<file path="src/rtl/cmul_pkg.sv">
package cmul_pkg;
  typedef enum logic {
    FS_IDLE = 1'b0,
    FS_FILL = 1'b1
  } fill_state_e;
endpackage

</file>
<file path="src/rtl/cmul_bit_table.sv">
// One output bit: a bank of 2**AW writable cells, read combinationally.
module cmul_bit_table #(
  parameter int AW = 3
) (
  input  logic          clk,
  input  logic          rst_n,
  input  logic          wr_en,
  input  logic [AW-1:0] wr_addr,
  input  logic          wr_bit,
  input  logic [AW-1:0] rd_addr,
  output logic          rd_bit
);
  localparam int DEPTH = 1 << AW;

  logic [DEPTH-1:0] cells_q;
  logic [DEPTH-1:0] cells_d;

  always_comb begin
    cells_d = cells_q;
    if (wr_en) cells_d[wr_addr] = wr_bit;
  end

  always_ff @(posedge clk or negedge rst_n) begin
    if (!rst_n) cells_q <= '0;
    else if (wr_en) cells_q <= cells_d;
  end

  assign rd_bit = cells_q[rd_addr];
endmodule

</file>
<file path="src/rtl/cmul_filler.sv">
// Walks all addresses in ascending order, producing K*addr by accumulation.
module cmul_filler
  import cmul_pkg::*;
#(
  parameter int IN_W  = 3,
  parameter int K_W   = 4,
  parameter int OUT_W = 6
) (
  input  logic             clk,
  input  logic             rst_n,
  input  logic             load_req,
  input  logic [K_W-1:0]   load_const,
  output logic             wr_en,
  output logic [IN_W-1:0]  wr_addr,
  output logic [OUT_W-1:0] wr_data,
  output logic             busy,
  output logic             done
);
  localparam logic [IN_W-1:0] LAST_ADDR = {IN_W{1'b1}};

  fill_state_e      state_q, state_d;
  logic [IN_W-1:0]  addr_q, addr_d;
  logic [OUT_W-1:0] acc_q, acc_d;
  logic [OUT_W-1:0] step_q, step_d;
  logic             done_q, done_d;

  always_comb begin
    state_d = state_q;
    addr_d  = addr_q;
    acc_d   = acc_q;
    step_d  = step_q;
    done_d  = 1'b0;
    case (state_q)
      FS_IDLE: begin
        if (load_req) begin
          state_d = FS_FILL;
          step_d  = OUT_W'(load_const);
          addr_d  = '0;
          acc_d   = '0;
        end
      end
      FS_FILL: begin
        addr_d = addr_q + IN_W'(1);
        acc_d  = acc_q + step_q;
        if (addr_q == LAST_ADDR) begin
          state_d = FS_IDLE;
          done_d  = 1'b1;
        end
      end
      default: state_d = FS_IDLE;
    endcase
  end

  always_ff @(posedge clk or negedge rst_n) begin
    if (!rst_n) begin
      state_q <= FS_IDLE;
      addr_q  <= '0;
      acc_q   <= '0;
      step_q  <= '0;
      done_q  <= 1'b0;
    end else begin
      state_q <= state_d;
      addr_q  <= addr_d;
      acc_q   <= acc_d;
      step_q  <= step_d;
      done_q  <= done_d;
    end
  end

  assign wr_en   = (state_q == FS_FILL);
  assign wr_addr = addr_q;
  assign wr_data = acc_q;
  assign busy    = (state_q == FS_FILL);
  assign done    = done_q;
endmodule

</file>
<file path="src/rtl/table_cmul.sv">
module table_cmul #(
  parameter int IN_W  = 3,
  parameter int K_W   = 4,
  parameter int OUT_W = 6
) (
  input  logic             clk,
  input  logic             rst_n,
  input  logic [IN_W-1:0]  mul_in,
  output logic [OUT_W-1:0] prod_out,
  output logic             prod_valid,
  input  logic             load_req,
  input  logic [K_W-1:0]   load_const,
  output logic             busy,
  output logic             done
);
  logic             fill_we;
  logic [IN_W-1:0]  fill_addr;
  logic [OUT_W-1:0] fill_data;
  logic [OUT_W-1:0] lut_bits;
  logic [OUT_W-1:0] prod_q;
  logic             valid_q;

  cmul_filler #(.IN_W(IN_W), .K_W(K_W), .OUT_W(OUT_W)) u_filler (
    .clk        (clk),
    .rst_n      (rst_n),
    .load_req   (load_req),
    .load_const (load_const),
    .wr_en      (fill_we),
    .wr_addr    (fill_addr),
    .wr_data    (fill_data),
    .busy       (busy),
    .done       (done)
  );

  for (genvar b = 0; b < OUT_W; b++) begin : g_bit
    cmul_bit_table #(.AW(IN_W)) u_tbl (
      .clk     (clk),
      .rst_n   (rst_n),
      .wr_en   (fill_we),
      .wr_addr (fill_addr),
      .wr_bit  (fill_data[b]),
      .rd_addr (mul_in),
      .rd_bit  (lut_bits[b])
    );
  end

  always_ff @(posedge clk or negedge rst_n) begin
    if (!rst_n) begin
      prod_q  <= '0;
      valid_q <= 1'b1;
    end else begin
      prod_q  <= lut_bits;
      valid_q <= ~busy;
    end
  end

  assign prod_out   = prod_q;
  assign prod_valid = valid_q;
endmodule

</file>
<file path="config.mk">
export PLATFORM = sky130hd
export DESIGN_NAME = table_cmul
export DESIGN_NICKNAME = d
export VERILOG_FILES = /design/src/rtl/cmul_pkg.sv /design/src/rtl/cmul_bit_table.sv /design/src/rtl/cmul_filler.sv /design/src/rtl/table_cmul.sv
export SDC_FILE = /design/constraint.sdc
export NUM_CORES = 1
export LEC_CHECK = 0
export ABC_AREA = 1
export BUFFER_PORTS_ARGS = -buffer_cell sky130_fd_sc_hd__buf_2
export CORE_UTILIZATION = 35
export CTS_BUF_LIST = sky130_fd_sc_hd__clkbuf_16
export DETAILED_ROUTE_END_ITERATION = 7
export GPL_ROUTABILITY_DRIVEN = 0
export GPL_TIMING_DRIVEN = 0
export PLACE_DENSITY = 0.63
export SLEW_MARGIN = 20
export SYNTH_ARGS = -nofsm -noshare
export SYNTH_HDL_FRONTEND = slang
export SYNTH_SLANG_ARGS = --single-unit
</file>
<file path="constraint.sdc">
create_clock -name clk -period 2.3 [get_ports clk]
set_clock_uncertainty 0.2 [all_clocks]
set_input_delay 0.69 -clock clk [delete_from_list [all_inputs] [get_ports clk]]
set_output_delay 0.69 -clock clk [all_outputs]
set_load 0.005 [all_outputs]
</file>
* Word-level counts from Yosys, hierarchy flattened
Cells that the tools add are included.
** Word-level totals
- Register bits :: 70
- Input bits :: 10
- Output and inout port bits :: 9
- Logic and storage cells :: 52
** Cells by class
- Add/sub/neg operators :: 2
- Order comparisons :: 3
- Eq/ne operators :: 2
- Multiplexer cells :: 29
- Bitwise operators :: 1
- Reductions and logical operators :: 2
** Operators by type and width (count)
- $bwmux 8 :: 6
- $bmux 1 s3 :: 6
- $pmux 6 s2 :: 1
- $mux 1 :: 11
- $lt 3x4->1 const B :: 2
- $add 6x4->6 :: 1
- $mux 6 :: 1
- $pmux 3 s2 :: 1
- $add 3x1->3 const B :: 1
- $demux 1 s3 :: 1
- $eq 3x3->1 const B :: 1
- $ge 3x1->1 const B :: 1
- $mux 3 :: 1
- $ne 2x2->1 const B :: 1
- $pmux 1 s2 :: 1
- $reduce_and 2->1 :: 1
- $logic_and 1x1->1 :: 1
- $not 1->1 :: 1

* Longest topological paths before layout
- Word-level depth :: 5
- Gate-level depth with buffers :: 10
- Mapped depth without buffers :: 10

* Hierarchy
A second synthesis with hierarchy kept.
** Unflattened totals
- Cell total of the unflattened synthesis :: 510
- Area, all modules :: 3694.8 µm²
** By module, submodules not included
- cmul_bit_table :: times used 6, cells an instance 70, area an instance 462.9 µm²
- cmul_filler :: times used 1, cells an instance 82, area an instance 737.0 µm²
- table_cmul :: times used 1, cells an instance 8, area an instance 180.2 µm²

* Worst setup path after synthesis
No wires, ideal clock.
- Kind :: register to register
- From :: register u_filler.step_q[0]
- To :: register u_filler.acc_q[4], in the netlist u_filler.wr_data[4]
- Setup time :: 0.113 ns
- Arrival :: 1.371 ns
- Setup slack :: 0.616 ns
- Stages on the path, launching flop included :: 11
- Cells stage by stage :: dfrtp_1 > ha_1 > fa_1 > nand2_1 > nand2_1 > nand2_1 > nand2_1 > nand2_1 > o21ai_0 > nand2_1 > inv_1
** On the way
- Cells in the longest elaborated chain, start to end :: 2
** RTL lines
- start: declaration :: line cmul_filler.sv:24 : logic [OUT_W-1:0] step_q, step_d;
- start signal: assignment :: line cmul_filler.sv:65 : step_q <= step_d;
- $add 6x4->6 :: line cmul_filler.sv:44 : acc_d = acc_q + step_q;
- $pmux 6 s2 :: line cmul_filler.sv:33 : case (state_q)
- end signal: assignment :: line cmul_filler.sv:58 : acc_q <= '0;
- end signal: assignment :: line cmul_filler.sv:64 : acc_q <= acc_d;
- end: declaration :: line cmul_filler.sv:23 : logic [OUT_W-1:0] acc_q, acc_d;
No other way between the ends.
A chain may end at the register's enable or synchronous reset.

* Worst setup path after layout
- From :: register valid_q, in the netlist prod_valid
- To :: output port prod_valid
** RTL lines
- start: declaration :: line table_cmul.sv:21 : logic valid_q;
- start signal: assignment :: line table_cmul.sv:53 : valid_q <= ~busy;
- end: declaration :: line table_cmul.sv:10 : output logic prod_valid,
No word-level cell between the ends.

==> results by group <==
Outcome
  – Outcome: complete, no violations

Worst setup path
  – Slowest stage delay, CP: 0.51 ns
  – Crit end category: primary output
  – CP Max Fanout: 1
  – Critical-path cell list: buf_2
  – Crit path launch type: flop
  – Worst path bufs/invs: 1
  – Crit Path Class: reg2out
  – CP delay by family, top: flip-flops
  – Worst Path Required: 1.41 ns
  – Crit path DAT: 0.93 ns
  – Critical path's slowest cell: dfstp_2

Yosys
  – Largest area contributor in the netlist: dfrtp_1
  – Leading post-synthesis cells by cell area: dfrtp_1, nand2_1, o21ai_1
  – Syn Area/Cell: 8.693 um^2
  – Post-Syn Area: 3147 um^2
  – Synth Register Bits: 70
  – Synth warnings: 0
  – Mapped Nets: 379
  – Synth unique cells: 24
  – Post-Synthesis Cells: 362
  – Sequential share of the synthesized area: 55.71%
  – Yosys top cell area share: 54.87%

Power and ir drop
  – Worst VDD drop: 629.6 uV
  – Gate power share: 36.5%
  – NetSw: 1.984 mW
  – Internal: 3.198 mW
  – Switching share of power: 38.28%
  – Clk pwr share: 22.5%
  – Cell Pwr Density: 1422 nW/um^2
  – Leak Pwr: 1.783 nW
  – Sequential power share: 41.0%

Timing
  – TNS Setup: 0 ns
  – Tightest Pin Transition: 0.4513 ns
  – Slew Viols, Final: 0
  – Headroom to the max-slew limit: 69.80%
  – Endpoints failing hold: 0
  – Min Tclk post-route: 1.823 ns
  – Unrepaired setup endpoints after global routing: false
  – Final setup fails: 0
  – Crit share post-route: 79.27%
  – Fmax: 548.5 MHz
  – Hold WS: 0.05010 ns

Clocking
  – TritonCTS Buffers: 9
  – CTS max path bufs: 2
  – Sink Count: 70
  – CTS HTree Levels: 3
  – CTS tree: yes
  – Clk pin slew, worst setup/hold paths: 0.05 ns
  – Clock Latency Late Sink: 0.33 ns
  – Post_cts resized: 0
  – Post-CTS Setup Repair Bufs: 0
  – Root buf cell: clkbuf_16
  – Hold buffers post-CTS: 0

Route
  – DR vias/cell: 4.865
  – Routed wire length per instance: 13.59 um
  – DR vias: 2442
  – Routed WL: 6821 um
  – Initial drt markers: 177
  – Post-route ant nets: 0
  – First-pass DRT Iterations: 4
  – DRC: 0

GRT
  – Total congestion overflow: 0
  – Grt met2 use: 25.14%
  – Busiest grt layer: met2
  – First-pass GRT wire length: 11870 um
  – Initial antenna violation count: 0
  – Largest net degree at the start of global routing: 51
  – M3 GR Usage: 4.986%
  – Vias in the first global route: 2489
  – GRT met1 Usage: 21.06%
  – All-Layer GR Usage: 15.97%

Job
  – Max cap viols: 0

Floorplanning
  – # rows: 34
  – Core area: 8721 um^2
  – Effective utilization at floorplan: 36.08%
  – DIE HEIGHT: 96.82 um
  – Total die area: 9374 um^2
  – I/O pin total: 19
  – Die W: 96.82 um

Place
  – Post-Place Cell Area: 3397 um^2
  – Final HPWL DP: 4786 um
  – IO buf count: 17

Finish
  – Layout cells sized above 1: 15.74%
  – Fin nets: 408
  – Final-layout fill cell count: 858
  – Fin area: 3643 um^2
  – Synthesis-to-finish area growth: 15.79%
  – ANT cells: 0

Hold path
  – Tightest Hold Check Type: in2async
==> Yosys cell counts, drive strengths merged <==
cell type    n
nor2        50
nand3        6
fa           1
clkinv       1
buf         15
nand2      100
dfrtp       69
o21ai       84
a21oi        7
o22ai        2
ha           6
dfstp        1
clkbuf       1
inv         18
nor3         1
==> state kept, by name, summed over array words and instances, names as in the netlist <==
name                 cells
g_bit.u_tbl.cells_q     48
prod_valid               1
u_filler.done            1
u_filler.wr_addr         3
u_filler.wr_data         6
u_filler.busy            1
prod_out                 6
u_filler.step_q          4
==> routing by layer <==
metal	vias to the layer above	wire length, um
met5	-	0
met4	0	67
met3	9	355
met2	54	3107
met1	1143	3291
li1	1236	-
==> area by class of cell <==
cell class,count,area [um^2],share of cell area [%]
clock inverters,5,21.27,0.5838
plain buffers,16,105.1,2.885
well taps,108,135.1,3.709
repair buffers,18,115.1,3.159
clock buffers,9,225.2,6.181
multi-input cells,257,1217,33.41
inverters,19,71.32,1.957
flip-flops and latches,70,1753,48.11
==> layout by cell type (no fill, tap or decap), types with 2 or more instances in the layout <==
| master | synthesis | final |
|---|---|---|
| o21ai_0 | 35 | 35 |
| clkinv_2 | 0 | 2 |
| inv_2 | 4 | 4 |
| nand2_1 | 99 | 99 |
| buf_2 | 8 | 24 |
| o21ai_1 | 45 | 45 |
| o21ai_2 | 4 | 4 |
| clkinv_1 | 1 | 2 |
| buf_6 | 2 | 2 |
| clkbuf_16 | 0 | 9 |
| ha_1 | 6 | 6 |
| o22ai_1 | 2 | 2 |
| nand3_1 | 5 | 5 |
| buf_4 | 5 | 6 |
| inv_1 | 14 | 16 |
| a21oi_2 | 4 | 4 |
| dfrtp_1 | 69 | 69 |
| a21oi_1 | 3 | 3 |
| nor2_1 | 49 | 49 |
==> kinds of logic after synthesis <==
group	after synthesis	synth area share [%]
adders and majority gates	7	3.022
buffers and inverters	35	5.606
and+or+nand+nor	157	19.84
DFF	70	55.71
AOI/OAI and AO/OA	93	15.82
==> through the flow <==
step | total power [mW] | setup WS, ns | instances | utilization, %
floorplan | 3.492 | 0.6164 | 362 | -
global placement | 3.949 | -0.04307 | 487 | 38.61
detailed placement | 4.046 | 0.3694 | 488 | 38.95
CTS | 5.241 | 0.4631 | 502 | 41.78
global route | 5.642 | 0.3881 | 502 | 41.78
finish | 5.182 | 0.4767 | 502 | 41.78
==> worst reg2reg max path: cells and delay by family (launching register included) <==
family                     cells  cell delay, ns
and+or+nand+nor                6            0.39
DFF                            1            0.38
adders and majority gates      2            0.62
AOI/OAI and AO/OA              1            0.07
buffers and inverters          1            0.03
==> power groups by stage <==
stage	logic [mW]	registers (mW)	clock network (mW)
after floorplan	1.43	2.06	0
after global placement	1.83	2.12	0
after detailed placement	1.91	2.14	0
after CTS	1.92	2.12	1.20
after global routing	2.21	2.19	1.24
final	1.89	2.13	1.17
==> worst paths after layout <==
kind	startpoint	endpoint	slack (ns)	cells past startpoint
worst min register to register	u_filler.step_q[0]$_DFFE_PN0P_	u_filler.step_q[0]$_DFFE_PN0P_	0.28	2
min in group clk	u_filler.step_q[0]$_DFFE_PN0P_	u_filler.step_q[0]$_DFFE_PN0P_	0.28	2
worst max register to register	u_filler.step_q[0]$_DFFE_PN0P_	u_filler.wr_data[4]$_DFFE_PN0P_	0.49	10
worst min-delay path	rst_n	prod_out[3]$_DFF_PN0_	0.05	1
max in group asynchronous	rst_n	prod_valid$_DFF_PN1_	1.26	2
worst max-delay path	prod_valid$_DFF_PN1_	prod_valid	0.48	1
Note: power is estimated with default switching activity, not from simulation.
